==> src/rtl/ubb_pkg.sv <==
package ubb_pkg;
    localparam int BYTE_W     = 8;
    localparam int WORD_BYTES = 4;
    localparam int WORD_W     = BYTE_W * WORD_BYTES;
    localparam int OVERSAMPLE = 16;
    localparam int CMD_FLAG   = 7;
    localparam int CMD_WRITE  = 6;
    localparam int CNT_W      = 6;

    typedef enum logic [2:0] {
        P_IDLE, P_ADDR, P_DATA, P_BUS, P_SEND, P_TXWAIT
    } parse_state_t;

    typedef enum logic [1:0] {
        RX_IDLE, RX_START, RX_DATA, RX_STOP
    } rx_state_t;

    typedef enum logic [1:0] {
        TX_IDLE, TX_START, TX_DATA, TX_STOP
    } tx_state_t;
endpackage

==> src/rtl/ubb_baud_tick.sv <==
module ubb_baud_tick #(
    parameter int TICK_DIV = 4
) (
    input  logic clk,
    input  logic rst_n,
    output logic tick
);
    localparam int DW = $clog2(TICK_DIV + 1);
    localparam logic [DW-1:0] LAST = DW'(TICK_DIV - 1);

    logic [DW-1:0] div_q;

    always_ff @(posedge clk or negedge rst_n) begin
        if (!rst_n) begin
            div_q <= '0;
            tick  <= 1'b0;
        end else begin
            tick <= (div_q == LAST);
            if (div_q == LAST) div_q <= '0;
            else               div_q <= div_q + 1'b1;
        end
    end
endmodule

==> src/rtl/ubb_rx.sv <==
module ubb_rx
    import ubb_pkg::*;
(
    input  logic              clk,
    input  logic              rst_n,
    input  logic              tick,
    input  logic              rxd,
    output logic [BYTE_W-1:0] rx_byte,
    output logic              rx_valid,
    output logic              rx_ferr
);
    localparam int TW = $clog2(OVERSAMPLE);
    localparam int BW = $clog2(BYTE_W);
    localparam logic [TW-1:0] T_MID  = TW'(OVERSAMPLE / 2 - 1);
    localparam logic [TW-1:0] T_LAST = TW'(OVERSAMPLE - 1);
    localparam logic [BW-1:0] B_LAST = BW'(BYTE_W - 1);

    rx_state_t   state_q;
    logic [2:0]  sync_q;
    logic [TW-1:0] tcnt_q;
    logic [BW-1:0] bcnt_q;
    logic          line, line_prev;

    assign line      = sync_q[1];
    assign line_prev = sync_q[2];

    always_ff @(posedge clk or negedge rst_n) begin
        if (!rst_n) begin
            state_q  <= RX_IDLE;
            sync_q   <= '1;
            tcnt_q   <= '0;
            bcnt_q   <= '0;
            rx_byte  <= '0;
            rx_valid <= 1'b0;
            rx_ferr  <= 1'b0;
        end else begin
            sync_q   <= {sync_q[1:0], rxd};
            rx_valid <= 1'b0;
            rx_ferr  <= 1'b0;
            unique case (state_q)
                RX_IDLE: begin
                    if (line_prev && !line) begin
                        state_q <= RX_START;
                        tcnt_q  <= '0;
                    end
                end
                RX_START: begin
                    if (tick) begin
                        if (tcnt_q == T_MID) begin
                            tcnt_q  <= '0;
                            bcnt_q  <= '0;
                            state_q <= line ? RX_IDLE : RX_DATA;
                        end else begin
                            tcnt_q <= tcnt_q + 1'b1;
                        end
                    end
                end
                RX_DATA: begin
                    if (tick) begin
                        tcnt_q <= tcnt_q + 1'b1;
                        if (tcnt_q == T_LAST) begin
                            rx_byte <= {line, rx_byte[BYTE_W-1:1]};
                            if (bcnt_q == B_LAST) state_q <= RX_STOP;
                            else                  bcnt_q  <= bcnt_q + 1'b1;
                        end
                    end
                end
                RX_STOP: begin
                    if (tick) begin
                        tcnt_q <= tcnt_q + 1'b1;
                        if (tcnt_q == T_LAST) begin
                            rx_valid <= line;
                            rx_ferr  <= !line;
                            state_q  <= RX_IDLE;
                        end
                    end
                end
                default: state_q <= RX_IDLE;
            endcase
        end
    end


    ferr_pulse_chk: assert property (@(posedge clk) disable iff (!rst_n)
        rx_ferr |=> !rx_ferr);

    rx_excl_chk: assert property (@(posedge clk) disable iff (!rst_n)
        !(rx_ferr && rx_valid));
endmodule

==> src/rtl/ubb_tx.sv <==
module ubb_tx
    import ubb_pkg::*;
(
    input  logic              clk,
    input  logic              rst_n,
    input  logic              tick,
    input  logic              tx_start,
    input  logic [BYTE_W-1:0] tx_data,
    output logic              tx_busy,
    output logic              txd
);
    localparam int TW = $clog2(OVERSAMPLE);
    localparam int BW = $clog2(BYTE_W);
    localparam logic [TW-1:0] T_LAST = TW'(OVERSAMPLE - 1);
    localparam logic [BW-1:0] B_LAST = BW'(BYTE_W - 1);

    tx_state_t     state_q;
    logic [TW-1:0] tcnt_q;
    logic [BW-1:0] bcnt_q;
    logic [BYTE_W-1:0] sh_q;

    assign tx_busy = (state_q != TX_IDLE);

    always_ff @(posedge clk or negedge rst_n) begin
        if (!rst_n) begin
            state_q <= TX_IDLE;
            tcnt_q  <= '0;
            bcnt_q  <= '0;
            sh_q    <= '0;
            txd     <= 1'b1;
        end else begin
            unique case (state_q)
                TX_IDLE: begin
                    if (tx_start) begin
                        sh_q    <= tx_data;
                        txd     <= 1'b0;
                        tcnt_q  <= '0;
                        state_q <= TX_START;
                    end
                end
                TX_START: begin
                    if (tick) begin
                        tcnt_q <= tcnt_q + 1'b1;
                        if (tcnt_q == T_LAST) begin
                            txd     <= sh_q[0];
                            sh_q    <= sh_q >> 1;
                            bcnt_q  <= '0;
                            state_q <= TX_DATA;
                        end
                    end
                end
                TX_DATA: begin
                    if (tick) begin
                        tcnt_q <= tcnt_q + 1'b1;
                        if (tcnt_q == T_LAST) begin
                            if (bcnt_q == B_LAST) begin
                                txd     <= 1'b1;
                                state_q <= TX_STOP;
                            end else begin
                                txd    <= sh_q[0];
                                sh_q   <= sh_q >> 1;
                                bcnt_q <= bcnt_q + 1'b1;
                            end
                        end
                    end
                end
                TX_STOP: begin
                    if (tick) begin
                        tcnt_q <= tcnt_q + 1'b1;
                        if (tcnt_q == T_LAST) state_q <= TX_IDLE;
                    end
                end
                default: state_q <= TX_IDLE;
            endcase
        end
    end


    tx_start_bit_chk: assert property (@(posedge clk) disable iff (!rst_n)
        (!tx_busy && tx_start) |=> (!txd && tx_busy));
endmodule

==> src/rtl/ubb_cmd_fsm.sv <==
module ubb_cmd_fsm
    import ubb_pkg::*;
(
    input  logic              clk,
    input  logic              rst_n,
    input  logic [BYTE_W-1:0] rx_byte,
    input  logic              rx_valid,
    input  logic              rx_ferr,
    input  logic              tx_busy,
    output logic              tx_start,
    output logic [BYTE_W-1:0] tx_data,
    output logic              bus_req,
    output logic              bus_we,
    output logic [WORD_W-1:0] bus_addr,
    output logic [WORD_W-1:0] bus_wdata,
    input  logic [WORD_W-1:0] bus_rdata,
    input  logic              bus_ack
);
    localparam int CW = $clog2(WORD_BYTES);
    localparam logic [CW-1:0] C_LAST = CW'(WORD_BYTES - 1);

    parse_state_t      state_q, state_d;
    logic [CW-1:0]     cnt_q;
    logic              we_q;
    logic [WORD_W-1:0] addr_q, data_q, rd_q;
    logic              cmd_ok, cnt_last;

    assign cmd_ok   = rx_byte[CMD_FLAG] && (rx_byte[CNT_W-1:0] == '0);
    assign cnt_last = (cnt_q == C_LAST);

    always_ff @(posedge clk or negedge rst_n) begin
        if (!rst_n) state_q <= P_IDLE;
        else        state_q <= state_d;
    end

    always_comb begin
        state_d  = state_q;
        tx_start = 1'b0;
        unique case (state_q)
            P_IDLE:   if (rx_valid && cmd_ok) state_d = P_ADDR;
            P_ADDR: begin
                if (rx_ferr)                     state_d = P_IDLE;
                else if (rx_valid && cnt_last)   state_d = we_q ? P_DATA : P_BUS;
            end
            P_DATA: begin
                if (rx_ferr)                     state_d = P_IDLE;
                else if (rx_valid && cnt_last)   state_d = P_BUS;
            end
            P_BUS:    if (bus_ack) state_d = we_q ? P_IDLE : P_SEND;
            P_SEND: begin
                tx_start = 1'b1;
                state_d  = P_TXWAIT;
            end
            P_TXWAIT: if (!tx_busy) state_d = cnt_last ? P_IDLE : P_SEND;
            default:  state_d = P_IDLE;
        endcase
    end

    always_ff @(posedge clk or negedge rst_n) begin
        if (!rst_n) begin
            cnt_q  <= '0;
            we_q   <= 1'b0;
            addr_q <= '0;
            data_q <= '0;
            rd_q   <= '0;
        end else begin
            unique case (state_q)
                P_IDLE: if (rx_valid && cmd_ok) begin
                    we_q  <= rx_byte[CMD_WRITE];
                    cnt_q <= '0;
                end
                P_ADDR: if (rx_valid) begin
                    addr_q <= {addr_q[WORD_W-BYTE_W-1:0], rx_byte};
                    cnt_q  <= cnt_q + 1'b1;
                end
                P_DATA: if (rx_valid) begin
                    data_q <= {data_q[WORD_W-BYTE_W-1:0], rx_byte};
                    cnt_q  <= cnt_q + 1'b1;
                end
                P_BUS: if (bus_ack) begin
                    rd_q  <= bus_rdata;
                    cnt_q <= '0;
                end
                P_TXWAIT: if (!tx_busy) begin
                    rd_q  <= {rd_q[WORD_W-BYTE_W-1:0], {BYTE_W{1'b0}}};
                    cnt_q <= cnt_q + 1'b1;
                end
                default: ;
            endcase
        end
    end

    assign tx_data   = rd_q[WORD_W-1 -: BYTE_W];
    assign bus_req   = (state_q == P_BUS);
    assign bus_we    = we_q;
    assign bus_addr  = {addr_q[WORD_W-1:2], 2'b00};
    assign bus_wdata = data_q;


    req_hold_chk: assert property (@(posedge clk) disable iff (!rst_n)
        (bus_req && !bus_ack) |=> bus_req);

    req_stable_chk: assert property (@(posedge clk) disable iff (!rst_n)
        (bus_req && !bus_ack) |=> ($stable(bus_addr) && $stable(bus_wdata) && $stable(bus_we)));

    req_release_chk: assert property (@(posedge clk) disable iff (!rst_n)
        (bus_req && bus_ack) |=> !bus_req);

    idle_drop_chk: assert property (@(posedge clk) disable iff (!rst_n)
        (state_q == P_IDLE && rx_valid && !rx_byte[CMD_FLAG]) |=> (state_q == P_IDLE));
endmodule

==> src/rtl/uart_bus_bridge.sv <==
module uart_bus_bridge
    import ubb_pkg::*;
#(
    parameter int TICK_DIV = 27
) (
    input  logic        clk,
    input  logic        rst_n,
    input  logic        rxd,
    output logic        txd,
    output logic        frame_err,
    output logic        bus_req,
    output logic        bus_we,
    output logic [31:0] bus_addr,
    output logic [31:0] bus_wdata,
    input  logic [31:0] bus_rdata,
    input  logic        bus_ack
);
    logic              tick;
    logic [BYTE_W-1:0] rx_byte, tx_data;
    logic              rx_valid, tx_start, tx_busy;

    ubb_baud_tick #(.TICK_DIV(TICK_DIV)) u_tick (
        .clk(clk), .rst_n(rst_n), .tick(tick)
    );

    ubb_rx u_rx (
        .clk(clk), .rst_n(rst_n), .tick(tick), .rxd(rxd),
        .rx_byte(rx_byte), .rx_valid(rx_valid), .rx_ferr(frame_err)
    );

    ubb_tx u_tx (
        .clk(clk), .rst_n(rst_n), .tick(tick), .tx_start(tx_start),
        .tx_data(tx_data), .tx_busy(tx_busy), .txd(txd)
    );

    ubb_cmd_fsm u_fsm (
        .clk(clk), .rst_n(rst_n), .rx_byte(rx_byte), .rx_valid(rx_valid),
        .rx_ferr(frame_err), .tx_busy(tx_busy), .tx_start(tx_start),
        .tx_data(tx_data), .bus_req(bus_req), .bus_we(bus_we),
        .bus_addr(bus_addr), .bus_wdata(bus_wdata), .bus_rdata(bus_rdata),
        .bus_ack(bus_ack)
    );


    addr_align_chk: assert property (@(posedge clk) disable iff (!rst_n)
        bus_req |-> (bus_addr[1:0] == 2'b00));
endmodule

==> config.mk <==
export PLATFORM = sky130hd
export DESIGN_NAME = uart_bus_bridge
export DESIGN_NICKNAME = d
export VERILOG_FILES = /design/src/rtl/ubb_pkg.sv /design/src/rtl/ubb_baud_tick.sv /design/src/rtl/ubb_rx.sv /design/src/rtl/ubb_tx.sv /design/src/rtl/ubb_cmd_fsm.sv /design/src/rtl/uart_bus_bridge.sv
export SDC_FILE = /design/constraint.sdc
export NUM_CORES = 1
export LEC_CHECK = 0
export BUFFER_PORTS_ARGS = -buffer_cell sky130_fd_sc_hd__buf_2
export CORE_UTILIZATION = 51
export DETAILED_ROUTE_END_ITERATION = 12
export GPL_TIMING_DRIVEN = 1
export HOLD_SLACK_MARGIN = 0.02
export MAX_ROUTING_LAYER = met4
export PLACE_DENSITY = 0.74
export SETUP_SLACK_MARGIN = 0.02
export SKIP_CTS_REPAIR_TIMING = 1
export SYNTH_ARGS = -nofsm -noshare
export SYNTH_HDL_FRONTEND = slang
export SYNTH_SLANG_ARGS = --single-unit
==> constraint.sdc <==
create_clock -name clk -period 1.9 [get_ports clk]
set_input_delay 0.095 -clock clk [delete_from_list [all_inputs] [get_ports clk]]
set_output_delay 0.095 -clock clk [all_outputs]
set_load 0.01 [all_outputs]
==> results of run 1 <==
[through the flow]
step,std cells,hold slack (ns),util [%]
after floorplan,557,-0.201,-
after CTS,823,-0.383,62.0
after global placement,791,0.0665,57.4
after detailed placement,791,0.0674,57.4
after global routing,832,0.0230,62.7
final,832,0.0105,62.7
[layout make-up]
class | instances | area, sq um | share of cell area, %
Sequential cell | 148 | 3710 | 44.8
Multi-Input combinational cell | 331 | 2810 | 34.0
Timing Repair Buffer | 134 | 880 | 10.6
Clock buffer | 19 | 433 | 5.23
Tap cell | 176 | 220 | 2.66
Clock inverter | 13 | 181 | 2.19
Inverter | 11 | 41.3 | 0.499
[power by group through the flow]
stage / logic (mW) / clock network (mW) / registers [mW]
finish: 0.187 / 3.48 / 3.18
global route: 0.215 / 3.67 / 3.19
CTS: 0.184 / 3.52 / 3.18
detailed placement: 0.182 / 0 / 3.24
global placement: 0.177 / 0 / 3.24
floorplan: 0.0553 / 0 / 3.24
[logic make-up (layout without fill, tap and decap cells)]
| logic type | Yosys count | after routing |
|---|---|---|
| AO/OA/AOI/OAI | 104 | 104 |
| XOR/XNOR | 7 | 7 |
| adder cells (fa/ha/maj) | 14 | 14 |
| buffers and inverters | 78 | 177 |
| flip-flops | 148 | 148 |
| multiplexers | 119 | 119 |
| other | 1 | 2 |
| AND/OR/NAND/NOR | 85 | 85 |
[synth_stat cells (2+ instances only)]
library cell	count
dfrtp_1	144
mux2_2	92
buf_4	33
a21oi_1	29
mux2i_1	27
a31oi_1	25
nand2_1	22
buf_2	20
o21ai_0	15
ha_1	14
clkbuf_1	13
nor2_1	13
inv_1	11
nand4_1	11
a21bo_2	10
nand3_1	10
nor3_1	5
xor2_1	5
dfstp_2	4
nand2b_1	4
nand3b_1	3
a21boi_0	2
a22o_1	2
and3_1	2
nor2b_1	2
nor3b_1	2
o211ai_1	2
o21a_1	2
o21ai_2	2
o21bai_1	2
o22ai_1	2
o311ai_0	2
xnor2_1	2
[worst max path at each step]
| stage | end | slack [ns] | cells after the start |
|---|---|---|---|
| after CTS | u_fsm.rd_q[20]$_DFFE_PN0P_ | -0.06 | 8 |
| after global placement | u_tx.sh_q[2]$_DFFE_PN0P_ | 0.13 | 6 |
| after detailed placement | u_fsm.rd_q[20]$_DFFE_PN0P_ | -0.0009 | 8 |
| after global routing | u_tx.state_q[1]$_DFFE_PN0P_ | -0.003 | 7 |
| final | u_tx.state_q[1]$_DFFE_PN0P_ | 0.07 | 7 |
| after floorplan | u_tx.sh_q[0]$_DFFE_PN0P_ | -0.02 | 6 |
[layout by cell type, fill, tap and decap left out, drive strengths merged, types with 4 or more instances in the layout]
cell type and count:
a21oi 29, nor3 5, a31oi 25, xor2 5, dfrtp 144, nand2 22
dfstp 4, mux2 92, inv 12, nand4 11, clkbuf 19, clkinv 6
nand3 10, buf 131, mux2i 27, o21ai 18, bufinv 4, a21bo 10
nor2 13, ha 14, nand2b 5
[routing by layer]
| layer | GRT usage, % | vias to the layer above | wire [um] |
|---|---|---|---|
| met5 | - | - | 0 |
| met2 | 32.1 | 114 | 6540 |
| met1 | 27.3 | 2303 | 6080 |
| met3 | 5.96 | 22 | 562 |
| met4 | 6.89 | 0 | 256 |
| li1 | - | 2144 | - |
[sequential cells by signal, indices dropped and copies added (netlist names), 2 cells and up, named ones only]
signal           count
u_fsm.addr_q        32
u_fsm.bus_wdata     32
u_fsm.rd_q          32
u_rx.rx_byte         8
u_tx.sh_q            8
u_tick.div_q         5
u_rx.tcnt_q          4
u_tx.tcnt_q          4
u_fsm.state_q        3
u_rx.bcnt_q          3
u_rx.sync_q          3
u_tx.bcnt_q          3
u_fsm.cnt_q          2
u_tx.state_q         2
[critical path, stage by stage (launching register included)]
cell and delay [ns]:
dfrtp_1 0.41, buf_4 0.15, buf_4 0.12, ha_1 0.18
nor2_1 0.11, nor2_1 0.05, nor3_1 0.31, mux2_2 0.38
==> flow_metrics.tcl, run 1 <==
set metrics [dict create \
    status "complete, no violations" \
    dieWidth_um 118 \
    fin_ws_ns 0.0726 \
    synth_xor_area_share_pct 0.892 \
    yosys.area_share.simple_pct 6.99 \
    synthToLayoutAreaGrowth_pct 20.4 \
    drv_cap 0 \
    synth_top_family_by_area "multiplexers" \
    synth.top_cell.area_share_pct 52.4 \
    numCtsBuffers 17 \
    rr_worst_depth 7 \
    fin_setup_tns_ns 0 \
    drive_above_1_share_pct 43.8 \
    start_util_pct 52.1 \
    cp.required_ns 2.20 \
    fmax_ghz 0.547 \
    synth_cell_type_count 55 \
    synth_area_sq_um 6880 \
    die_h_um 118 \
    p_per_area_nw_per_um2 827 \
    critPathArrivalTime_ns 2.13 \
    power_frac_seq_pct 46.5 \
    numPortBuffers 101 \
    stdcell_area_sq_um 8280 \
    hpwl_um 9050 \
    synth_fa_ha_area_share_pct 2.55 \
    min_from "bus_rdata[30]" \
    rr_endpoint "u_tx.state_q[1]$_DFFE_PN0P_" \
    clockBufferDepth 2 \
    hold_end "u_fsm.rd_q[30]$_DFFE_PN0P_" \
    synth-compound-area-share_pct 10.0 \
    crit_start "u_tx.state_q[0]$_DFFE_PN0P_" \
    post_drt_wl_per_cell_um 16.2 \
    grt_max_degree 55 \
    root_buffer "clkbuf_16" \
    core_sq_um 13200 \
    final_nets 693 \
    comb_power_share_pct 2.7 \
    h-tree-depth 4 \
    rsz0062_at_grt "yes" \
    routed_wl_um 13400 \
    antenna_found_initial 0 \
    clock-sinks 148 \
    skew_ns 0.00885 \
    rr_startpoint "u_tx.state_q[0]$_DFFE_PN0P_" \
    seq_area_frac_synth_pct 53.9 \
    yosys_warnings 0 \
    gp_congestion 0.804 \
    pre_cts_ws_ns -0.000934 \
    vias 4583 \
    setup_viol 0 \
    ys.flop_type "dfrtp_1" \
    cts_tree "yes" \
    syn_avg_cell_area_sq_um 12.4 \
    p_sw_share_pct 20.7 \
    num_io_pins 104 \
    hold_depth 3 \
    synth.area.mux_share_pct 19.0 \
    min_period_ns 1.83 \
    cts.clk_slew.worst_paths_ns 0.06 \
    ys_ff_latch 148 \
    grt-ovfl-total 0 \
    die_area_sq_um 13900 \
    async_flop_share_pct 100 \
    grt_usage_pct 21.1 \
    first_pass_iters 4 \
    ir_worst_vdd_uv 504 \
    power_frac_clock_pct 50.8 \
    antenna_cells 0 \
    crit_fanout 3 \
    start_kind "register" \
    drcViolationCount 0 \
    power_switching_mw 1.42 \
    synth_top_area_cell "dfrtp_1" \
    fill_cells 1012 \
    power_mw 6.85 \
    drt_first_iter_violations 289 \
    ant_nets 0 \
    drv_slew 0 \
    rows 42 \
    dpl_cell_area_sq_um 7570 \
    vias_per_cell 5.51 \
    r2r_slack_ns 0.07 \
    leakage_nw 4.31 \
    endpoint_kind "register" \
    grt_pass1_vias 4513 \
    finalCritPeriodShare_pct 96.2 \
    hold_viol 0 \
    criticalPathCategory "reg -> reg" \
    grt_pass1_wl_um 22500 \
    hold_class "in -> reg" \
    netlist_top_cells_area "dfrtp_1 52%, mux2_2 15%, mux2i_1 3.9%" \
    intPower_mw 5.43 \
    syn_inst 556 \
    clk_latency_ns 0.43 \
    synth_edf_count 0 \
]
(Power assumes the default switching activity.)
==> inputs of run 2 (changes only) <==
- CORE_UTILIZATION: 51 -> 35
- PLACE_DENSITY: 0.74 -> 0.53
==> run 2 against run 1 <==
  * Sequential share of layout area is 0.92 points lower
  * Critical path type unchanged
  * Routed wire length grew 4.6%
  * Register-to-register slack barely moved
  * Total power grew 1.6%
  * Sequential power hardly changed
  * Critical endpoint is now u_tx.bcnt_q[0]$_DFFE_PN0P_
==> flow_metrics.tcl, run 2 (same netlist as run 1, synthesis figures left out) <==
set metrics [dict create \
    intPower_mw 5.46 \
    vias_per_cell 4.87 \
    highest_layer "met4" \
    comb_power_share_pct 2.8 \
    critPathArrivalTime_ns 2.17 \
    r2r_slack_ns 0.08 \
    drv_slew 0 \
    drv_cap 0 \
    power_mw 6.96 \
    final_common_cell "dfrtp_1" \
    crit_fanout 6 \
    cp.depth 6 \
    rows 50 \
    status "complete, no violations" \
    dpl_cell_area_sq_um 7680 \
    power_switching_mw 1.50 \
    crit_start "u_tx.state_q[0]$_DFFE_PN0P_" \
    register_area_sq_um 3710 \
    cp-endpoint "u_tx.bcnt_q[0]$_DFFE_PN0P_" \
    h-tree-depth 4 \
    fill_cells 1757 \
    pre_cts_ws_ns 0.0193 \
    drcViolationCount 0 \
    hold_slack_ns 0.000402 \
    cts_tree "yes" \
    max_stage_delay_ns 0.63 \
    rr_worst_depth 6 \
    criticalPathCategory "reg -> reg" \
    cp_num_buf_inv 1 \
    routed_wl_um 14100 \
    drt-met1-wl_um 6730 \
    fin_ws_ns 0.0779 \
    cp_cell_sequence "buf_4, ha_1, nor2_2, o21ai_2, or4b_2, nand3_1" \
    post_drt_wl_per_cell_um 15.3 \
    antenna_found_initial 0 \
    p_sw_share_pct 21.5 \
    route.met3.wl_um 577 \
    vias 4484 \
    slew_headroom_pct 61.8 \
    crit_family "simple AND/OR/NAND/NOR gates" \
    antenna_cells 0 \
    setup_viol 0 \
    grt-ovfl-total 0 \
    ant_nets 0 \
    worst_pin_slew_ns 0.572 \
    ir_worst_vdd_uv 591 \
    stdcell_area_sq_um 8450 \
    die_h_um 142 \
    cp.required_ns 2.25 \
    cts.clk_slew.worst_paths_ns 0.07 \
    num_io_pins 104 \
    gp_congestion 0.766 \
    layout_common_cells "143 x dfrtp_1, 100 x buf_2, 84 x mux2_2" \
    drive_above_1_share_pct 44.2 \
    hold_class "in -> reg" \
    rr_startpoint "u_tx.state_q[0]$_DFFE_PN0P_" \
    grt_pass1_wl_um 23400 \
    leakage_nw 4.32 \
    skew_ns 0.0122 \
    rr_endpoint "u_tx.bcnt_q[0]$_DFFE_PN0P_" \
    core_sq_um 19000 \
    endpoint_kind "register" \
    slowest_stage "or4b_2" \
    hpwl_um 9660 \
    first_pass_iters 4 \
    power_frac_clock_pct 51.4 \
    start_kind "register" \
    grt_usage_pct 15.3 \
    die_area_sq_um 20200 \
    multi_input_area_sq_um 2830 \
    met2_length_um 6570 \
    finalCritPeriodShare_pct 95.9 \
    final_nets 698 \
    dieWidth_um 142 \
    clk_latency_ns 0.42 \
    numPortBuffers 101 \
    numCtsBuffers 17 \
    fmax_ghz 0.549 \
    synthToLayoutAreaGrowth_pct 22.9 \
    start_util_pct 36.3 \
    rsz0062_at_grt "no" \
    clock-sinks 148 \
    p_per_area_nw_per_um2 823 \
    hold_viol 0 \
    root_buffer "clkbuf_16" \
    grt_max_degree 58 \
    clockBufferDepth 2 \
    grt_pass1_vias 4510 \
    power_frac_seq_pct 45.8 \
    min_period_ns 1.82 \
    drt_first_iter_violations 172 \
]
==> run 2: cell count changes in the layout (fill, tap and decap cells not counted), moves of 2 or more <==
cell and change:
ha_2 -2, buf_4 +4, clkinvlp_4 +3, clkinv_2 -4
dlygate4sd3_1 +2, inv_6 +2
==> run 2: worst min-delay path by stage <==
stage	start	end	slack [ns]	cells after the start
CTS	rst_n	u_fsm.rd_q[28]$_DFFE_PN0P_	-0.35	1
global route	bus_rdata[10]	u_fsm.rd_q[10]$_DFFE_PN0P_	0.02	3
detailed placement	rst_n	u_fsm.rd_q[28]$_DFFE_PN0P_	0.10	1
finish	bus_rdata[19]	u_fsm.rd_q[19]$_DFFE_PN0P_	0.0004	3
floorplan	rst_n	asynchronous set/reset pin	-0.20	0
global placement	rst_n	u_fsm.rd_q[29]$_DFFE_PN0P_	0.1	1
==> run 2: worst reg2reg max path, stage by stage, from the launching register on <==
cell and delay [ns]:
dfrtp_1 0.38, buf_4 0.14, ha_1 0.24, nor2_2 0.14, o21ai_2 0.11, or4b_2 0.63, nand3_1 0.12
==> run 2: cell type report <==
| cell class | count | area share, % |
|---|---|---|
| Clock buffer | 18 | 5.08 |
| Clock inverter | 14 | 2.38 |
| Inverter | 11 | 0.489 |
| Multi-Input combinational cell | 331 | 33.5 |
| Sequential cell | 148 | 43.9 |
| Tap cell | 260 | 3.85 |
| Timing Repair Buffer | 139 | 10.8 |
==> run 2: routing by layer <==
metal	up-vias	track usage [%]
li1	2146	-
met1	2232	20.2
met2	91	22.9
met3	15	3.67
met4	0	5.55
met5	-	-
==> run 2: per-stage QoR <==
step	utilization [%]	std cells	setup TNS [ns]
6_report	44.6	921	0
3_5_place_dp	40.5	878	0
2_1_floorplan	-	557	-0.149
5_1_grt	44.6	921	0
4_1_cts	43.9	910	-0.0000102
3_3_place_gp	40.5	878	0
==> run 2: power groups by stage <==
| stage | Combinational, mW | Clock (mW) | Sequential, mW |
|---|---|---|---|
| final | 0.197 | 3.57 | 3.18 |
| after global routing | 0.226 | 3.83 | 3.19 |
| after CTS | 0.192 | 3.67 | 3.18 |
| after detailed placement | 0.192 | 0 | 3.24 |
| after global placement | 0.186 | 0 | 3.24 |
| after floorplan | 0.0553 | 0 | 3.24 |
